===== config.mk =====
export PLATFORM = sky130hd
export DESIGN_NAME = phy_ctrl_regs
export DESIGN_NICKNAME = d
export VERILOG_FILES = /design/src/rtl/phy_ctrl_regs.sv
export SDC_FILE = /design/constraint.sdc
export NUM_CORES = 1
export LEC_CHECK = 0
export CAP_MARGIN = 25
export CORE_MARGIN = 2
export CORE_UTILIZATION = 35
export CTS_CLUSTER_DIAMETER = 200
export CTS_CLUSTER_SIZE = 28
export DETAILED_ROUTE_END_ITERATION = 10
export PLACE_DENSITY = 0.95
export SYNTH_ARGS = -nofsm -noshare
export SYNTH_HDL_FRONTEND = slang
export SYNTH_SLANG_ARGS = --single-unit

===== constraint.sdc =====
create_clock -name clk -period 5 [get_ports clk]
set_clock_uncertainty 0.1 [all_clocks]
set_input_delay 1 -clock clk [delete_from_list [all_inputs] [get_ports clk]]
set_output_delay 1 -clock clk [all_outputs]
set_load 0.02 [all_outputs]

===== src/rtl/phy_ctrl_regs.sv =====
module phy_ctrl_regs #(
  parameter int          AW       = 5,
  parameter logic [15:0] ID_STAT  = 16'h0F49,
  parameter logic [15:0] ID_HI    = 16'h001C,
  parameter logic [15:0] ID_LO    = 16'hC883,
  parameter logic [15:0] ADV_VAL  = 16'h05E1,
  parameter logic [15:0] LPA_VAL  = 16'h0001,
  parameter logic [15:0] EXP_VAL  = 16'h0000
) (
  input  logic          clk,
  input  logic          rst_n,
  input  logic [AW-1:0] reg_addr,
  input  logic [15:0]   wr_data,
  input  logic          wr_en,
  input  logic          rd_en,
  output logic [15:0]   rd_data,
  input  logic          fibre_mode,
  input  logic          fibre_duplex,
  input  logic          neg_speed_100,
  input  logic          neg_full_duplex,
  output logic          soft_rst_pulse,
  output logic          an_restart_pulse,
  output logic          loopback_en,
  output logic          power_down,
  output logic          isolate,
  output logic          speed_100,
  output logic          full_duplex
);

  logic lb_q, an_q, pd_q, iso_q, spd_q, dup_q;
  logic srst_q, rstrt_q, fdup_q;
  logic ctl_wr, eff_an;
  logic [15:0] ctl_word;

  assign ctl_wr = wr_en && (reg_addr == '0);

  always_ff @(posedge clk) begin
    if (!rst_n) begin
      lb_q <= 1'b0; an_q <= 1'b1; pd_q <= 1'b0;
      iso_q <= 1'b0; spd_q <= 1'b1; dup_q <= 1'b1;
      srst_q <= 1'b0; rstrt_q <= 1'b0; fdup_q <= 1'b0;
    end else begin
      srst_q  <= 1'b0;
      rstrt_q <= 1'b0;
      fdup_q  <= fibre_duplex;
      if (ctl_wr) begin
        if (wr_data[15]) begin
          lb_q <= 1'b0; an_q <= 1'b1; pd_q <= 1'b0;
          iso_q <= 1'b0; spd_q <= 1'b1; dup_q <= 1'b1;
          srst_q <= 1'b1;
        end else begin
          lb_q    <= wr_data[14];
          pd_q    <= wr_data[11];
          iso_q   <= wr_data[10];
          rstrt_q <= wr_data[9];
          if (!fibre_mode) begin
            an_q <= wr_data[12];
            if (!wr_data[12]) begin
              spd_q <= wr_data[13];
              dup_q <= wr_data[8];
            end
          end
        end
      end
    end
  end

  assign eff_an      = !fibre_mode && an_q;
  assign speed_100   = fibre_mode ? 1'b1   : (eff_an ? neg_speed_100   : spd_q);
  assign full_duplex = fibre_mode ? fdup_q : (eff_an ? neg_full_duplex : dup_q);

  assign soft_rst_pulse   = srst_q;
  assign an_restart_pulse = rstrt_q;
  assign loopback_en      = lb_q && !speed_100;
  assign power_down       = pd_q;
  assign isolate          = iso_q;

  assign ctl_word = {srst_q, lb_q, speed_100, eff_an, pd_q, iso_q,
                     rstrt_q, full_duplex, 8'h00};

  always_comb begin
    rd_data = 16'h0000;
    if (rd_en) begin
      case (reg_addr)
        AW'(0): rd_data = ctl_word;
        AW'(1): rd_data = ID_STAT;
        AW'(2): rd_data = ID_HI;
        AW'(3): rd_data = ID_LO;
        AW'(4): rd_data = ADV_VAL;
        AW'(5): rd_data = LPA_VAL;
        AW'(6): rd_data = EXP_VAL;
        default: rd_data = 16'h0000;
      endcase
    end
  end

endmodule



-- Word level (Yosys, flattened, before mapping)
Index checks and enable logic that the tools add are counted.
- bits in latches: 0
- memories kept: 0
- ROM bits: 0
- word-level logic and storage cells: 46
- bits of input ports: 29
- bits in writable memories: 0
- bits in registers: 9
- multiply operators: 0
- $lt $le $gt $ge: 0
- add/sub/neg operators: 0
- equality and inequality tests: 7
- div/mod/pow operators: 0
- shift-type cells: 0
- mux-type cells: 18
- reductions and logical operators: 10
- bitwise operators: 2
- operators with widths (operator ; count):
    case mux 16 bit (6 select lines) ; 1
    2-to-1 mux 1 bit ; 16
    2-to-1 mux 16 bit ; 1
    == test 5 x 2 -> 1 bit, second input constant ; 2
    == test 5 x 3 -> 1 bit, second input constant ; 2
    == test 5 x 1 -> 1 bit, second input constant ; 1
    logical NOT 5 bit ; 1
    AND reduction 2 bit ; 2
    logical AND 1 bit ; 3
    AND reduction 3 bit ; 1
    OR reduction 3 bit ; 1
    logical NOT 1 bit ; 2
    inequality test 2 x 1 -> 1 bit, second input constant ; 1
    inequality test 2 bit, second input constant ; 1
    NOT 1 bit ; 2

-- Longest topological paths before layout
Gate-level depths: netlist (run 1).
- depth after elaboration: 6
- gate-level depth with buffers: 6
- mapped depth without buffers: 3

-- Least setup slack after synthesis (run 1)
No wires, ideal clock.
- path kind: input to output
- from: input port reg_addr[4]
- to: output port rd_data[4]
- cell stages on the path: 6
- data arrival time: 2.612 ns
- setup slack: 1.288 ns
- cell sequence: or3b_1 > buf_2 > or2_0 > buf_6 > nor3_1 > buf_4
- cells in the longest elaborated chain, start to end: 3
- elaborated cells between the ends (all ways): 8
- those cells by class: 5 x eq/ne; 2 x mux; 1 x reduce/logical
- ends and longest elaborated chain (what ; line ; RTL):
    start, declared ; 12 ; input logic [AW-1:0] reg_addr,
    == test 5 x 3 -> 1 bit (tied with other cells) ; 84 ; case (reg_addr)
    case mux 16 bit (6 select lines) (*) ; 84 ;
    2-to-1 mux 16 bit (*) ; 83 ; if (rd_en) begin
    end, declared ; 16 ; output logic [15:0] rd_data,
Mark *: on every way between the ends. The rest lies on a longest branch, timed or not.

-- Worst setup path after layout (run 1)
- from: input port reg_addr[4]
- to: output port rd_data[12]
The elaborated chain is that of the path after synthesis.

==> results.md, run 1 <==
* Status: completed
* Worst EP required at 3.90 ns
* Worst-path clk slew at 0.06 ns
* Final HPWL from detailed placement at roughly 1.6 mm
* Pin count of the biggest net entering global routing at 12
* CP Max Fanout at 9
* DRC errors left at 0
* IO Pins at 52
* # Post-CTS Setup Buffers at 0
* Min-delay worst type: flop to flop
* Dominant synthesized flop cell: dfxtp_1
* Initial DRT Pass Iterations at 4
* Die area at 2260 um^2
* NumNets Final at approximately 160
* Worst skew pair latency at around 0.26 ns
* Drt total wl at 2.04 mm
* Initial drt markers at 13
* Routed length per instance at 13.6 um
* Hold Slack at 0.404 ns
* Sequential Area at approximately 180 um^2
* Finished Core Util at 0.628
* GRT Total Usage at 0.195
* Footprint of the multi-input gates at 424 um^2
* Yosys reg bits at 9
* Via count at 790
* Post-cts sizing count at 0
* Root buffer cell: clkbuf_4
* Setup TNS at 0 ns
* Synth top area share at 0.271
* Global-route wire length before repair at 3.13 mm
* Area Overhead vs Synth at 66.7%
* Std cell rows at 15
* Max-slew violations at 0
* Mapped Area at roughly 660 um^2
* Starting Density at 0.377
* Syn Nets at 115
* Vias per cell at 5.27
* CTS Buf Count at 3
* Worst Max-Slew Pin Slew at about 0.57 ns
* Synth cell types at 32
* Max-cap violation count at 0
* Pleak at around 0.38 nW
* Syn avg cell area at 7.73 um^2
* Fillers at 166
* Synth Warn # at 0
* F_max at 226 MHz
* Vias in the first global route at 708
* WS Path Type: input port to primary output
* Die W at between 40 and 50 um
* Mapped Cells at 86
* Die height at approximately 48 um
* Final worst path period need at 4.43 ns
* Clk sink count at 9
* Sequential cell area fraction in the yosys report at 0.271
* Rel. slew slack at 0.616
* Ant. Diodes at 0
* Htree depth at 1
* Total grt overflow at 0
* Number of enable flip-flop cells after synthesis at 0
* RSZ-0062 raised after global routing: no
* Post-route cell area at 1110 um^2
* Hold_buf cts at 0
* Crit. End Element: primary output
* Cell taking the most area after synthesis: dfxtp_1
* Cell Pwr Density at 159 nW/um^2
* Layout cells sized above 1 at 0.0880
* CTS tree: done
* Core area at 1760 um^2
* Maximum vdd drop at 0.126 mV
* Final hold vios at 0
* Setup Viol. Count Final at 0
* # port buffers at 43
* Clock Path Buffers at 2
* Worst EP arrival at 3.33 ns
* Async SR Flop Fraction at 0
* Remaining antenna violation count at 0
* Initial antenna violation count at 0
* Tcrit/Tclk final at 0.886
* Critical path launch point type: input port
* Top post-synthesis cells by area: dfxtp_1, nor2_1, nand2_1
* Top cells by instance count after synthesis: dfxtp_1, nor2_1, nand2_1
* GP Congestion at 0.780
* DP Area at ~1100 um^2
==> report_power, final <==
part	leakage (nW)	internal [mW]	switching, mW	total (mW)
clock network	0.0150	0.0308	0.0254	0.0562
logic	0.291	0.0256	0.0221	0.0477
registers	0.0729	0.0723	0.000230	0.0725
total	0.379	0.129	0.0478	0.176
==> worst max-delay path, cell delays in order <==
cell             delay (ns)
clkdlybuf4s50_1        0.47
or3b_1                 0.49
or2_0                  0.42
nor4b_4                0.31
clkdlybuf4s50_1        0.64
==> metrics by stage <==
stage	cells	power, mW	worst slack, ns
4_1_cts	150	0.177	0.546
2_1_floorplan	86	0.0965	1.29
3_3_place_gp	146	0.120	0.636
3_5_place_dp	146	0.121	0.552
6_report	150	0.176	0.570
5_1_grt	150	0.185	0.432
==> cell usage in the layout (no fill, tap or decap), types with 2 or more instances in the layout <==
| cell | synthesis | final |
|---|---|---|
| or2_2 | 3 | 3 |
| dfxtp_1 | 9 | 9 |
| nor4b_2 | 2 | 2 |
| inv_1 | 4 | 4 |
| nor2b_1 | 3 | 3 |
| nand2_1 | 8 | 8 |
| a21boi_0 | 3 | 3 |
| nor3_1 | 5 | 5 |
| clkdlybuf4s50_1 | 0 | 43 |
| o21ai_0 | 4 | 4 |
| nand2b_1 | 2 | 2 |
| nor2_1 | 9 | 9 |
| a21oi_1 | 5 | 5 |
| and2_1 | 2 | 2 |
| a32oi_1 | 2 | 2 |
| nand4b_1 | 3 | 3 |
| clkbuf_4 | 0 | 3 |
| xnor2_1 | 2 | 2 |
==> state kept, by name, indices dropped and copies added, names as in the netlist <==
register and flops:
dup_q 1, fdup_q 1, an_q 1, power_down 1, lb_q 1, isolate 1, soft_rst_pulse 1, an_restart_pulse 1
spd_q 1
==> routing by layer <==
metal  GRT usage  part of all wire  routed length, um
met1       0.224              0.39                802
met2       0.338              0.54               1100
met3      0.0566             0.048                 98
met4      0.0811             0.016                 32
met5           0                 0                  0
==> cell type report <==
class | instances | share of cell area
sequential | 9 | 0.163
inverter | 4 | 0.0136
clock buffer | 4 | 0.0237
multi-input combinational | 65 | 0.383
tap | 25 | 0.0282
timing repair buffer | 43 | 0.389
==> final timing paths <==
path | from | to | slack (ns) | depth (start not counted)
worst max-delay path | reg_addr[4] | rd_data[12] | 0.57 | 5
worst max register to register | an_q | an_q | 4.16 | 2
worst min register to register | lb_q | lb_q | 0.40 | 2
worst min-delay path | lb_q | lb_q | 0.40 | 2
==> cells by family after synthesis <==
logic type	count (synthesis)	share of synthesized area
AOI/OAI and AO/OA	20	0.196
buffers and inverters	12	0.0904
DFF	9	0.271
muxes	1	0.0151
xor gates and xnor gates	2	0.0264
and+or+nand+nor	42	0.401
(Power assumes the default switching activity.)
==> run 2: changes to the inputs <==
--- a/config.mk
+++ b/config.mk
@@ -12,6 +12,7 @@
 export CTS_CLUSTER_SIZE = 28
 export DETAILED_ROUTE_END_ITERATION = 10
 export PLACE_DENSITY = 0.95
+export SLEW_MARGIN = 20
 export SYNTH_ARGS = -nofsm -noshare
 export SYNTH_HDL_FRONTEND = slang
 export SYNTH_SLANG_ARGS = --single-unit
==> results of run 2 <==
Same layout as run 1: the final DEF is identical, and so are final timing and power.
